### src/rtl/wol_pkg.sv
// Shared types and constants for the wake-on-LAN detector.
// Assumes byte-wide receive data, one beat per valid cycle.
package wol_pkg;

    typedef logic [7:0] octet_t;

    // One receive beat as seen by the sub-blocks.
    typedef struct packed {
        logic   valid;
        logic   sof;
        logic   eof;
        octet_t data;
    } rx_beat_t;

    localparam octet_t SYNC_BYTE = 8'hFF;

endpackage

### src/rtl/wol_addr_qual.sv
// Destination qualification and length tracking.
// Compares the first ADDR_BYTES bytes of each frame with the station
// address and notes the group bit of the first byte. Counts bytes,
// saturating at MIN_LEN. frame_ok is valid on the current beat and
// assumes MIN_LEN >= ADDR_BYTES, so the destination is complete then.
module wol_addr_qual
    import wol_pkg::*;
#(
    parameter int ADDR_BYTES = 6,
    parameter int MIN_LEN    = 14
) (
    input  logic                    clk,
    input  logic                    rst_n,
    input  rx_beat_t                beat,
    input  logic [ADDR_BYTES*8-1:0] station_addr,
    output logic                    frame_ok
);

    localparam int IW = $clog2(MIN_LEN + 1);
    localparam int PW = (ADDR_BYTES > 1) ? $clog2(ADDR_BYTES) : 1;

    octet_t        addr_b [ADDR_BYTES];
    logic [IW-1:0] idx_q, cur_idx;
    logic          ucast_q, mcast_q, ucast_d, mcast_d;

    // Split the station address into bytes in transmission order.
    for (genvar g = 0; g < ADDR_BYTES; g++) begin : g_ab
        assign addr_b[g] = station_addr[(ADDR_BYTES-1-g)*8 +: 8];
    end

    // Current byte index and next destination flags.
    always_comb begin
        cur_idx = (beat.valid && beat.sof) ? '0 : idx_q;
        ucast_d = ucast_q;
        mcast_d = mcast_q;
        if (beat.valid && cur_idx < IW'(ADDR_BYTES)) begin
            ucast_d = ((cur_idx == '0) ? 1'b1 : ucast_q)
                    && (beat.data == addr_b[cur_idx[PW-1:0]]);
            if (cur_idx == '0) mcast_d = beat.data[0];
        end
        frame_ok = (cur_idx >= IW'(MIN_LEN - 1)) && (ucast_q || mcast_q);
    end

    // Byte counter and destination flag registers.
    always_ff @(posedge clk) begin
        if (!rst_n) begin
            idx_q   <= '0;
            ucast_q <= 1'b0;
            mcast_q <= 1'b0;
        end else if (beat.valid) begin
            idx_q   <= (cur_idx == IW'(MIN_LEN)) ? cur_idx : cur_idx + 1'b1;
            ucast_q <= ucast_d;
            mcast_q <= mcast_d;
        end
    end

    p_idx_sat_r9: assert property (@(posedge clk) disable iff (!rst_n)
        idx_q <= IW'(MIN_LEN));

endmodule

### src/rtl/wol_pattern_match.sv
// Sliding search for SYNC_LEN sync bytes followed by ADDR_REPS copies of
// the station address, at any offset of a frame. A mismatching byte
// restarts the search with itself as a candidate sync byte. Extra sync
// bytes after a full sync run keep the run alive. The hit is held until
// the next start of frame.
module wol_pattern_match
    import wol_pkg::*;
#(
    parameter int ADDR_BYTES = 6,
    parameter int SYNC_LEN   = 6,
    parameter int ADDR_REPS  = 16
) (
    input  logic                    clk,
    input  logic                    rst_n,
    input  rx_beat_t                beat,
    input  logic [ADDR_BYTES*8-1:0] station_addr,
    output logic                    pat_hit
);

    localparam int PAT_LEN = SYNC_LEN + ADDR_BYTES * ADDR_REPS;
    localparam int CW      = $clog2(PAT_LEN + 1);
    localparam int PW      = (ADDR_BYTES > 1) ? $clog2(ADDR_BYTES) : 1;

    octet_t        addr_b [ADDR_BYTES];
    logic [CW-1:0] cnt_q, cur_cnt, cnt_d;
    logic [PW-1:0] pos_q, cur_pos, pos_d;
    logic          hit_q, cur_hit, hit_d;
    logic          is_sync, in_sync, match, last;
    octet_t        expect_b;

    // Address bytes in transmission order, most significant first.
    for (genvar g = 0; g < ADDR_BYTES; g++) begin : g_ab
        assign addr_b[g] = station_addr[(ADDR_BYTES-1-g)*8 +: 8];
    end

    // Compare the current byte and work out the next match position.
    always_comb begin
        if (beat.valid && beat.sof) begin
            cur_cnt = '0;
            cur_pos = '0;
            cur_hit = 1'b0;
        end else begin
            cur_cnt = cnt_q;
            cur_pos = pos_q;
            cur_hit = hit_q;
        end
        in_sync  = cur_cnt < CW'(SYNC_LEN);
        expect_b = in_sync ? SYNC_BYTE : addr_b[cur_pos];
        is_sync  = beat.data == SYNC_BYTE;
        match    = beat.data == expect_b;
        last     = cur_cnt == CW'(PAT_LEN - 1);
        cnt_d    = cur_cnt;
        pos_d    = cur_pos;
        hit_d    = cur_hit;
        if (!cur_hit) begin
            if (match) begin
                if (last) begin
                    hit_d = 1'b1;
                end else begin
                    cnt_d = cur_cnt + 1'b1;
                    if (!in_sync)
                        pos_d = (cur_pos == PW'(ADDR_BYTES - 1)) ? '0 : cur_pos + 1'b1;
                end
            end else if (!(cur_cnt == CW'(SYNC_LEN) && is_sync)) begin
                cnt_d = is_sync ? CW'(1) : '0;
                pos_d = '0;
            end
        end
        pat_hit = cur_hit || (beat.valid && match && last);
    end

    // Match state registers, advanced once per valid byte.
    always_ff @(posedge clk) begin
        if (!rst_n) begin
            cnt_q <= '0;
            pos_q <= '0;
            hit_q <= 1'b0;
        end else if (beat.valid) begin
            cnt_q <= cnt_d;
            pos_q <= pos_d;
            hit_q <= hit_d;
        end
    end

    p_cnt_bound_r4: assert property (@(posedge clk) disable iff (!rst_n)
        cnt_q < CW'(PAT_LEN));

    p_hit_hold_r12: assert property (@(posedge clk) disable iff (!rst_n)
        (hit_q && !(beat.valid && beat.sof)) |=> hit_q);

endmodule

### src/rtl/wol_mode_ctrl.sv
// Enable register, per-frame arming, discard marking and wake pulse.
// Assumes frame_ok and pat_hit are valid on the last byte of a frame.
// A clear wins over a set. A frame is armed only if the mode was on at
// its first byte and no clear has arrived since.
module wol_mode_ctrl
    import wol_pkg::*;
(
    input  logic     clk,
    input  logic     rst_n,
    input  rx_beat_t beat,
    input  logic     rx_fcs_ok,
    input  logic     en_set,
    input  logic     en_clr,
    input  logic     frame_ok,
    input  logic     pat_hit,
    output logic     rx_discard,
    output logic     mode_en,
    output logic     wake_irq
);

    logic mode_q, armed_q, disc_q, wake_q;
    logic first, armed_now, wake_fire;

    // Decide whether this byte completes a wake frame.
    always_comb begin
        first      = beat.valid && beat.sof;
        armed_now  = first ? mode_q : armed_q;
        wake_fire  = beat.valid && beat.eof && armed_now && mode_q && !en_clr
                     && rx_fcs_ok && frame_ok && pat_hit;
        rx_discard = beat.valid && (first ? mode_q : disc_q);
    end

    // Mode, arming, discard latch and wake pulse registers.
    always_ff @(posedge clk) begin
        if (!rst_n) begin
            mode_q  <= 1'b0;
            armed_q <= 1'b0;
            disc_q  <= 1'b0;
            wake_q  <= 1'b0;
        end else begin
            if (en_clr || wake_fire) mode_q <= 1'b0;
            else if (en_set)         mode_q <= 1'b1;
            if (en_clr)              armed_q <= 1'b0;
            else if (first)          armed_q <= mode_q;
            if (first)               disc_q <= mode_q;
            wake_q <= wake_fire;
        end
    end

    assign mode_en  = mode_q;
    assign wake_irq = wake_q;

    p_clr_wins_r2: assert property (@(posedge clk) disable iff (!rst_n)
        en_clr |=> !mode_q);

    p_wake_pulse_r4: assert property (@(posedge clk) disable iff (!rst_n)
        wake_q |=> !wake_q);

    p_wake_exit_r4: assert property (@(posedge clk) disable iff (!rst_n)
        wake_q |-> !mode_q);

    p_wake_needs_mode_r10: assert property (@(posedge clk) disable iff (!rst_n)
        $rose(wake_q) |-> $past(mode_q && !en_clr));

endmodule

### src/rtl/wol_magic_detect.sv
// Top of the wake-on-LAN pattern detector. Bundles the receive beat,
// then connects destination qualification, the pattern search and
// the mode control. Assumes rx_sof/rx_eof/rx_fcs_ok are meaningful
// only with rx_valid.
module wol_magic_detect
    import wol_pkg::*;
#(
    parameter int ADDR_BYTES = 6,
    parameter int SYNC_LEN   = 6,
    parameter int ADDR_REPS  = 16,
    parameter int MIN_LEN    = 14
) (
    input  logic                    clk,
    input  logic                    rst_n,
    input  logic [7:0]              rx_data,
    input  logic                    rx_valid,
    input  logic                    rx_sof,
    input  logic                    rx_eof,
    input  logic                    rx_fcs_ok,
    input  logic [ADDR_BYTES*8-1:0] station_addr,
    input  logic                    en_set,
    input  logic                    en_clr,
    output logic                    rx_discard,
    output logic                    mode_en,
    output logic                    wake_irq
);

    rx_beat_t beat;
    logic     frame_ok, pat_hit;

    // Gather the receive inputs into one beat.
    always_comb begin
        beat.valid = rx_valid;
        beat.sof   = rx_sof;
        beat.eof   = rx_eof;
        beat.data  = rx_data;
    end

    wol_addr_qual #(.ADDR_BYTES(ADDR_BYTES), .MIN_LEN(MIN_LEN)) u_qual (
        .clk(clk), .rst_n(rst_n), .beat(beat),
        .station_addr(station_addr), .frame_ok(frame_ok));

    wol_pattern_match #(.ADDR_BYTES(ADDR_BYTES), .SYNC_LEN(SYNC_LEN),
                        .ADDR_REPS(ADDR_REPS)) u_match (
        .clk(clk), .rst_n(rst_n), .beat(beat),
        .station_addr(station_addr), .pat_hit(pat_hit));

    wol_mode_ctrl u_ctrl (
        .clk(clk), .rst_n(rst_n), .beat(beat), .rx_fcs_ok(rx_fcs_ok),
        .en_set(en_set), .en_clr(en_clr), .frame_ok(frame_ok),
        .pat_hit(pat_hit), .rx_discard(rx_discard), .mode_en(mode_en),
        .wake_irq(wake_irq));

endmodule

### config.mk
export PLATFORM = sky130hd
export DESIGN_NAME = wol_magic_detect
export DESIGN_NICKNAME = d
export VERILOG_FILES = /design/src/rtl/wol_pkg.sv /design/src/rtl/wol_addr_qual.sv /design/src/rtl/wol_pattern_match.sv /design/src/rtl/wol_mode_ctrl.sv /design/src/rtl/wol_magic_detect.sv
export SDC_FILE = /design/constraint.sdc
export NUM_CORES = 1
export LEC_CHECK = 0
export ABC_AREA = 1
export BUFFER_PORTS_ARGS = -buffer_cell sky130_fd_sc_hd__buf_2
export CORE_MARGIN = 1
export CORE_UTILIZATION = 43
export DETAILED_ROUTE_END_ITERATION = 10
export PLACE_DENSITY = 0.66
export RECOVER_POWER = 25
export SLEW_MARGIN = 10
export SYNTH_ARGS = -nofsm -noshare
export SYNTH_HDL_FRONTEND = slang
export SYNTH_HIERARCHICAL = 1
export SYNTH_SLANG_ARGS = --single-unit
### constraint.sdc
create_clock -name clk -period 2.7 [get_ports clk]
set_clock_uncertainty 0.15 [all_clocks]
set_input_delay 0.27 -clock clk [delete_from_list [all_inputs] [get_ports clk]]
set_output_delay 0.27 -clock clk [all_outputs]
set_load 0.005 [all_outputs]
Yosys cells after proc, flatten, opt, wreduce, memory -nomap -nowiden. Cells that the tools add are included.

Logic and storage cells: 81. Output and inout bits: 3. Flip-flop bits (word level): 21. Input bits: 64.

Reduce and logical (&&, ||, !) cells: 24. Bitwise operators: 3. Muxes and demuxes: 29. Equality and inequality tests: 7. Magnitude comparators: 5. Add/subtract/negate cells: 3.

Operators by type and width (number): $bmux 8 s3 (2); $mux 8 (5); $mux 7 (5); $mux 3 (7); $eq 8x8->1 (2); $logic_and 1x1->1 (15); $ge 4x4->1 const B (3); $eq 8x8->1 const B (1); $mux 1 (8); $mux 4 (2); $not 3->4 (2); $add 7x1->7 const B (1); $eq 7x3->1 const B (1); $eq 7x7->1 const B (1); $lt 7x3->1 const B (1); $add 4x1->4 const B (1); $eq 4x4->1 const B (1); $logic_not 4->1 (1); $lt 4x3->1 const B (1); $reduce_or 2->1 (2); $add 3x1->3 const B (1); $eq 3x3->1 const B (1); $logic_or 1x1->1 (3); $reduce_and 3->1 (1); 3 further kinds (3).

Depth between registers and ports, before layout. Gate-level depths: netlist of the first run.

Depth after elaboration: 14. Mapped depth: 23. Mapped depth without buffers: 22.

Hierarchy. The synthesis of the first run kept the hierarchy.

By module, submodules not included: wol_pattern_match (seq. area each 220.2 µm², instances 1, cells an instance 330, area each 1764.2 µm²); wol_addr_qual (seq. area each 120.1 µm², instances 1, cells an instance 235, area each 1206.2 µm²); wol_mode_ctrl (seq. area each 80.1 µm², instances 1, cells an instance 29, area each 195.2 µm²).

Least setup slack after synthesis of the first run. OpenSTA, ideal clock, no wires.

Path kind: input to register. From: input port rx_valid. To: register u_ctrl.mode_q (netlist: u_ctrl/mode_en). Data required time: 2.432 ns. Slack: 0.540 ns. Stages on the path: 21. Arrival: 1.892 ns. Cell sequence: buf_6 > nand2_8 > nand2_4 > nor2_4 > nand2_1 > o21ai_1 > inv_1 > nand2_1 > nand2_1 > nand2_1 > nand2_1 > nor2_4 > nand2_2 > clkinv_2 > nand3_2 > nand2_1 > nand2_1 > nor2_1 > nand2_1 > nor2_1 > nor2_1.

Cells in the longest elaborated chain, start to end: 14. Elaborated cells between the ends (all ways): 28. Classes of those cells: order compare (2); eq/ne (2); mux (9); bitwise (1); reduce/logical (14).

RTL lines: start: declaration (RTL line wol_magic_detect.sv:16) `input logic rx_valid,`; $logic_and 1x1->1 (RTL line wol_pattern_match.sv:38) `if (beat.valid && beat.sof) begin`; $mux 3 (RTL line wol_pattern_match.sv:38); $not 3->4 (not written as such) (RTL line wol_pattern_match.sv:48) `expect_b = in_sync ? SYNC_BYTE : addr_b[cur_pos];`; $bmux 8 s3 (RTL line wol_pattern_match.sv:48); $mux 8 (not written as such) (2 in series) (RTL line wol_pattern_match.sv:48); $mux 8 (RTL line wol_pattern_match.sv:48); $eq 8x8->1 (RTL line wol_pattern_match.sv:50) `match = beat.data == expect_b;`; $logic_and 1x1->1 (2 in series) (RTL line wol_pattern_match.sv:69) `pat_hit = cur_hit || (beat.valid && match && last);`; $logic_or 1x1->1 (*) (RTL line wol_pattern_match.sv:69); named net pat_hit (RTL line wol_magic_detect.sv:29) `logic frame_ok, pat_hit;`; $logic_and 1x1->1 (*) (RTL line wol_mode_ctrl.sv:29) `&& rx_fcs_ok && frame_ok && pat_hit;`; $logic_or 1x1->1 (*) (RTL line wol_mode_ctrl.sv:41) `if (en_clr || wake_fire) mode_q <= 1'b0;`; $reduce_or 2->1 (no source line) (*); end signal: assignment (RTL line wol_mode_ctrl.sv:36) `mode_q <= 1'b0;`; end signal: assignment (RTL line wol_mode_ctrl.sv:41); end signal: assignment (RTL line wol_mode_ctrl.sv:42) `else if (en_set) mode_q <= 1'b1;`; end: declaration (RTL line wol_mode_ctrl.sv:21) `logic mode_q, armed_q, disc_q, wake_q;`.

Mark *: on every way through the listed nets, which the timed path passes. The rest lies on a longest branch. The select of a mux whose other input is x is not followed. A chain may end at the register's enable or synchronous reset.

Worst setup path in the final report of the first run.
From: input port rx_valid. To: register u_qual.ucast_q.

Cells in the longest elaborated chain, start to end: 8. Elaborated cells between the ends (all ways): 13. Classes of those cells: order compare (1); eq/ne (1); mux (5); bitwise (1); reduce/logical (5).

RTL lines: $logic_and 1x1->1 (RTL line wol_addr_qual.sv:33) `cur_idx = (beat.valid && beat.sof) ? '0 : idx_q;`; $mux 4 (RTL line wol_addr_qual.sv:33); $not 3->4 (not written as such) (RTL line wol_addr_qual.sv:38) `&& (beat.data == addr_b[cur_idx[PW-1:0]]);`; $bmux 8 s3 (RTL line wol_addr_qual.sv:38); $mux 8 (not written as such) (2 in series) (RTL line wol_addr_qual.sv:38); $eq 8x8->1 (RTL line wol_addr_qual.sv:38); $logic_and 1x1->1 (RTL line wol_addr_qual.sv:38); end signal: assignment (RTL line wol_addr_qual.sv:52) `ucast_q <= ucast_d;`; end: declaration (RTL line wol_addr_qual.sv:24) `logic ucast_q, mcast_q, ucast_d, mcast_d;`.

Several ways; a longest one is shown, not always the timed one. The select of a mux whose other input is x is not followed.

==> qor.yml, run 1 <==
detailed_routing:
  routed_wl_mm: 9.525
  drc: 0
  wl_per_cell_um: 12.70
  dr.pass1.iters: 6
  vias_per_cell: 5.149
  drt_iter0_drc: 324
  ant_nets: 0
  num_vias: 3862
cts:
  clock_path_buffers: 2
  post_cts_resized: 0
  cts_tree: "built"
  cts.clk_slew.worst_paths_ps: 80
  cts.sinks: 21
  cts_buffers: 3
  htree_levels: 1
  cts_setup_buffers: 0
  cts_root_buf: "clkbuf_8"
  hold_buffers: 0
  clk_latency_ps: 260
placed_design:
  port_buffers: 66
  dp.cells: 746
  dpl.hpwl_mm: 7.548
  place.gp.congestion: 0.8876
die:
  die_h_um: 87.80
  rows: 30
  die_area_um2: 7709
  initial_core_util_pct: 45.59
  die_w_um: 87.80
  io_pins: 67
  core_area_um2: 6944
pwr:
  p_seq_share_pct: 33.0
  netSwitchingFraction_pct: 41.67
  internal-power_uw: 594.7
  irDropWorstVdd_mv: 0.2880
  power_switching_uw: 424.8
  p_leak_nw: 2.075
  power_density_nw_per_um2: 284.6
  power.share.clock_pct: 20.4
  p_comb_share_pct: 46.6
timing:
  period_share_pct: 89.81
  drv_slew: 0
  rsz0062_at_grt: "no"
  min_period_ps: 2425
  tns_ps: 0
  hold_viol_final: 0
  tightest_slew_ps: 497.8
  slew_headroom_pct: 66.78
  setup_viol: 0
  fmax_mhz: 412.4
critical_path:
  crit_type: "in2reg"
  r2r-start: "u_match/pos_q[1]"
  cp-start-kind: "input port"
  cp_max_fo: 21
  critPathBufInv: 3
  path_common_cell: "nand2_1"
  rrSetupSlack_ps: 320
  r2r-end: "u_ctrl/mode_en"
  crit_family: "simple AND/OR/NAND/NOR gates"
  path_cells: "clkbuf_1 > buf_4 > nand2_1 > nand2_4 > buf_4 > nand2_1 > nand3_1 > nand2_1 > nand2_1 > nand3_1 > nand2_1 > nand2_1 > nor2_1 > nand2_1 > a21oi_2"
  cp-end-kind: "register"
  slowest_stage: "buf_4"
  crit_required_ps: 2750
  reg2reg_depth: 19
  cpPeakStageDelay_ps: 280
  cp_data_arrival_time_ps: 2480
grt:
  grt.total_usage_pct: 26.06
  gr-total-overflow: 0
  grt_pass1_vias: 3353
  grt_pass1_wl_mm: 15.93
  grt_max_degree: 28
  antenna_found_initial: 0
finish:
  n_antenna_cell: 0
  multi_input_area_um2: 2213
  syn_to_final_growth_pct: 13.16
  nets: 726
  fin_cells: 750
  fillers: 775
  drive_gt1_share_pct: 16.67
  seqCellArea_um2: 422.9
synthesis:
  syn_nets: 665
  synthTopCellsByArea: "nand2_1 25%, nand3_1 17%, dfxtp_1 13%"
  netlist_area_um2: 3166
  ys_types: 36
  ys_seq_elements: 21
  syn_avg_cell_area_um2: 5.329
  ys_seq_area_share_pct: 13.28
  synth_top_area_share_pct: 25.38
  yosys_warnings: 6
  synth.largest_area_cell: "nand2_1"
  syn_inst: 594
flow_run:
  max-cap-violations: 0
min_path:
  worstHoldPathCells: 2
  hold_start: "en_clr"
  min_path_type: "in2reg"
  worstHoldEndpoint: "u_ctrl/armed_q"
status:
  status: "completed"
-- power by group through the flow --
stage	Sequential, mW	Clock (mW)	Combinational [mW]
after floorplan	0.341	0	0.328
after global placement	0.343	0	0.463
after detailed placement	0.343	0	0.466
after CTS	0.336	0.218	0.468
after global routing	0.338	0.233	0.536
final	0.337	0.208	0.475
-- synthesized netlist by cell type --
master,number
nor2_2,2
clkbuf_1,2
o22ai_1,1
xor2_1,5
nand2_8,2
a21oi_1,25
o211ai_1,3
nand2_1,214
o2111a_1,1
o21ai_0,14
nor2_4,4
nand3_2,2
a221oi_1,1
a21oi_2,1
nor3_2,3
clkinv_2,1
inv_2,6
and2_1,1
xnor2_1,1
nand4_1,2
nand3b_1,10
nand3_1,106
nor3_1,3
a31oi_1,1
buf_2,6
inv_1,94
buf_6,7
ha_1,7
nor2_1,26
nand2_4,5
dfxtp_1,21
nor4_1,2
nand2_2,4
buf_4,4
o21ai_1,6
o21a_1,1
-- worst max-delay path by stage --
stage / depth (start not counted) / start / slack, ps / to
global route: 15 / rx_valid / 60 / u_qual/ucast_q
global placement: 22 / rx_sof / 180 / u_ctrl/mode_en
detailed placement: 21 / rx_sof / 90 / u_ctrl/mode_en
finish: 15 / rx_valid / 280 / u_qual/ucast_q
CTS: 20 / u_match/pos_q[0] / 240 / u_ctrl/mode_en
floorplan: 21 / rx_valid / 540 / u_ctrl/mode_en
-- worst register-to-register path, cell delays in order, from the launching register on --
cell      delay [ps]
dfxtp_1          350
buf_4            170
nor2_4           200
nand2_1           90
o21ai_1          150
inv_1             80
nand2_1           70
nand2_1           50
nand2_1           70
nand2_1           80
nor2_4           130
nand2_2          100
clkinv_2          80
nand3_2           70
nand2_1           70
nand2_1           50
nor2_1            90
nand2_1           90
nor2_1            90
nor2_1            40
-- per-layer routing --
metal | part of all wire, % | vias up | track usage [%]
met5 | 0 | - | 0
met4 | 1.5 | 0 | 6.408
met3 | 8.8 | 13 | 3.770
met2 | 42 | 168 | 40.31
met1 | 48 | 1696 | 37.73
li1 | - | 1985 | -
-- layout by cell type (no fill, tap or decap), types with 4 or more instances in the layout --
cell type	Yosys	final
nand2_1	214	215
nand3_1	106	106
inv_1	94	94
buf_2	6	64
nor2_1	26	25
a21oi_1	25	25
dfxtp_1	21	19
o21ai_0	14	14
nand3b_1	10	10
buf_4	4	8
ha_1	7	7
inv_2	6	6
o21ai_1	6	6
xor2_1	5	5
nand2_2	4	4
nand2_4	5	4
nor2_4	4	4
-- logic make-up after synthesis --
kind of cell               after synthesis  share of synthesized area [%]
xor gates and xnor gates                 6                          1.660
adders and majority gates                7                          2.767
and+or+nand+nor                        386                          56.28
buffers and inverters                  120                          16.64
DFF                                     21                          13.28
AOI/OAI and AO/OA                       54                          9.368
-- cell type report --
cell class / instances / share of cell area (%)
inverters: 101 / 10.62
clock inverters: 1 / 0.1397
clock buffers: 3 / 1.153
repair buffers: 75 / 11.14
flip-flops and latches: 21 / 11.81
well taps: 96 / 3.353
multi-input cells: 453 / 61.79
-- sequential cells by signal, indices dropped and copies added, names as in the netlist --
register and flops:
u_ctrl/disc_q 1, u_qual/ucast_q 1, u_ctrl/wake_irq 1, u_match/cnt_q 7, u_ctrl/armed_q 1, u_match/hit_q 1, u_ctrl/mode_en 1, u_match/pos_q 3
u_qual/mcast_q 1, u_qual/idx_q 4
-- per-stage QoR --
step	instance area (um2)	hold WS [ps]	util [%]	setup slack, ps	total power [mW]
2_1_floorplan	3166	189.7	-	539.7	0.6692
3_3_place_gp	3537	314.5	50.94	177.0	0.8055
3_5_place_dp	3537	318.8	50.94	91.17	0.8088
4_1_cts	3583	30.72	51.60	238.4	1.023
5_1_grt	3582	24.05	51.59	59.30	1.107
6_report	3582	34.19	51.59	275.2	1.019
Note: power is estimated with default switching activity, not from simulation.
==> run 2, diff against run 1 <==
--- a/config.mk
+++ b/config.mk
@@ -7,13 +7,15 @@
 export LEC_CHECK = 0
 export ABC_AREA = 1
 export BUFFER_PORTS_ARGS = -buffer_cell sky130_fd_sc_hd__buf_2
+export CAP_MARGIN = 20
 export CORE_MARGIN = 1
 export CORE_UTILIZATION = 43
 export DETAILED_ROUTE_END_ITERATION = 10
 export PLACE_DENSITY = 0.66
-export RECOVER_POWER = 25
+export RECOVER_POWER = 50
 export SLEW_MARGIN = 10
 export SYNTH_ARGS = -nofsm -noshare
 export SYNTH_HDL_FRONTEND = slang
 export SYNTH_HIERARCHICAL = 1
 export SYNTH_SLANG_ARGS = --single-unit
+export TNS_END_PERCENT = 5
==> run 2 against run 1 <==
First-iteration DRC count is 6.5% lower. Largest power group unchanged. Critical path depth stayed put. Via count is 0.54% lower. Final cell count stayed put.
==> qor.yml, run 2 (same netlist as run 1, synthesis figures left out) <==
cts:
  clock_path_buffers: 2  # unchanged
  cts.sinks: 21  # unchanged
  cts_buffers: 3  # unchanged
  clk_latency_ps: 260  # about the same
  cts_tree: "built"
  cts_root_buf: "clkbuf_8"
  cts.clk_slew.worst_paths_ps: 80  # about the same
  htree_levels: 1  # unchanged
  hold_buffers: 0  # unchanged
grt:
  grt.total_usage_pct: 26.06  # unchanged
  grt_max_degree: 28  # unchanged
  antenna_found_initial: 0  # unchanged
  gr-total-overflow: 0  # unchanged
  grt_pass1_wl_mm: 15.93  # unchanged
  grt_pass1_vias: 3353  # unchanged
detailed_routing:
  dr.pass1.iters: 5  # -1
  num_vias: 3841  # -0.54%
  routed_wl_mm: 9.547  # +0.23%
  ant_nets: 0  # unchanged
  drc: 0  # unchanged
  wl_per_cell_um: 12.73  # +0.23%
  drt_iter0_drc: 303  # -6.5%
  vias_per_cell: 5.121  # -0.54%
critical_path:
  crit_family: "simple AND/OR/NAND/NOR gates"
  cp_max_fo: 19  # -9.5%
  slowest_stage: "nand2_1"
  critPathBufInv: 3  # unchanged
  cp_data_arrival_time_ps: 2510  # +30 ps
  path_common_cell: "nand2_1"
  crit_type: "in2reg"
  path_cells: "clkbuf_1 > buf_4 > nand2_1 > nand2_1 > buf_4 > nand3_1 > nand2_1 > nand2_1 > nand2_1 > nand2_1 > nand2_1 > nand2_1 > nor2_1 > nand2_1 > a21oi_2"
  cp-end-kind: "register"
  cpPeakStageDelay_ps: 320  # +40 ps
  cp-start-kind: "input port"
  crit_required_ps: 2760  # about the same
flow_run:
  max-cap-violations: 0  # unchanged
pwr:
  p_leak_nw: 2.067  # -0.40%
  irDropWorstVdd_mv: 0.2861  # -0.65%
  power_density_nw_per_um2: 284.9  # +0.11%
  total_power_mw: 1.018  # -0.13%
die:
  io_pins: 67  # unchanged
  die_w_um: 87.80  # unchanged
  rows: 30  # unchanged
  die_area_um2: 7709  # unchanged
  die_h_um: 87.80  # unchanged
  initial_core_util_pct: 45.59  # unchanged
  core_area_um2: 6944  # unchanged
placed_design:
  port_buffers: 66  # unchanged
  dp.cells: 746  # unchanged
  place.gp.congestion: 0.8876  # unchanged
  dpl.hpwl_mm: 7.548  # unchanged
finish:
  top_register: "u_match/cnt_q"
  fin_cells: 750  # unchanged
  syn_to_final_growth_pct: 12.89
  mostFrequentLayoutCells: "216 x nand2_1, 106 x nand3_1, 94 x inv_1"
  final_common_cell: "nand2_1"
  fin_util_pct: 51.46  # -0.13 points
  top_regs: "u_match/cnt_q (7), u_qual/idx_q (4), u_match/pos_q (3)"
  n_antenna_cell: 0  # unchanged
  nets: 726  # unchanged
  fillers: 778  # +0.39%
  drive_gt1_share_pct: 16.36  # -0.31 points
  largest_reg_flops: 7  # unchanged
min_path:
  min_path_type: "in2reg"
timing:
  tightest_slew_ps: 520.9  # +23.10 ps
  fmax_mhz: 407.6  # -1.2%
  rsz0062_at_grt: "no"
  period_share_pct: 90.87  # +1.1 points
  slew_headroom_pct: 65.24  # -1.5 points
  tns_ps: 0  # unchanged
  min_period_ps: 2454  # +28.75 ps
  drv_slew: 0  # unchanged
  setup_viol: 0  # unchanged
  hold_viol_final: 0  # unchanged
status:
  status: "completed"
run 2: changes by cell type in the layout (fill, tap and decap cells not counted):
cell	delta
buf_2	-1
clkbuf_1	+1
nand2_1	+1
nand2_4	-1
run 2: path summary, 6_finish.rpt:
check | start | endpoint | slack (ps) | depth (start not counted)
min reg2reg | u_match/cnt_q[2] | u_match/cnt_q[2] | 340 | 2
max | rx_valid | u_qual/ucast_q | 250 | 15
min | en_clr | u_ctrl/armed_q | 30 | 2
max reg2reg | u_match/pos_q[1] | u_ctrl/mode_en | 320 | 19
run 2: through the flow:
stage / cell area (um2) / worst slack (ps) / hold WS (ps)
CTS: 3583 / 238.4 / 30.72
global placement: 3537 / 177.0 / 314.5
floorplan: 3166 / 539.7 / 189.7
global route: 3573 / 57.44 / 24.05
finish: 3573 / 246.5 / 34.30
detailed placement: 3537 / 91.17 / 318.8
run 2: repair_timing:
item | 4_1_cts | 5_1_grt
gates resized for setup | 0 | 4
buffers inserted | 0 | 0
endpoints found under the setup margin | 0 | 2
run 2: per-layer routing:
metal / global-route usage [%] / share of wire, % / vias up
met5: 0 / 0 / -
met1: 37.73 / 48 / 1682
met3: 3.770 / 8.6 / 11
li1: - / - / 1986
met4: 6.408 / 1.4 / 0
met2: 40.31 / 42 / 162
run 2: power by group:
part	total [mW]	internal (mW)	switching [mW]
Sequential	0.336	0.324	0.0121
Combinational	0.474	0.167	0.307
Clock	0.208	0.103	0.105
Total	1.02	0.594	0.424
run 2: area by class of cell:
cell class                      count  area [um2]  area share (%)
Inverter                          101       380.4           10.64
Clock buffer                        3       41.29           1.155
Tap cell                           96       120.1           3.361
Clock inverter                      1       5.005          0.1401
Timing Repair Buffer               75       397.9           11.13
Sequential cell                    21       422.9           11.83
Multi-Input combinational cell    453        2206           61.73
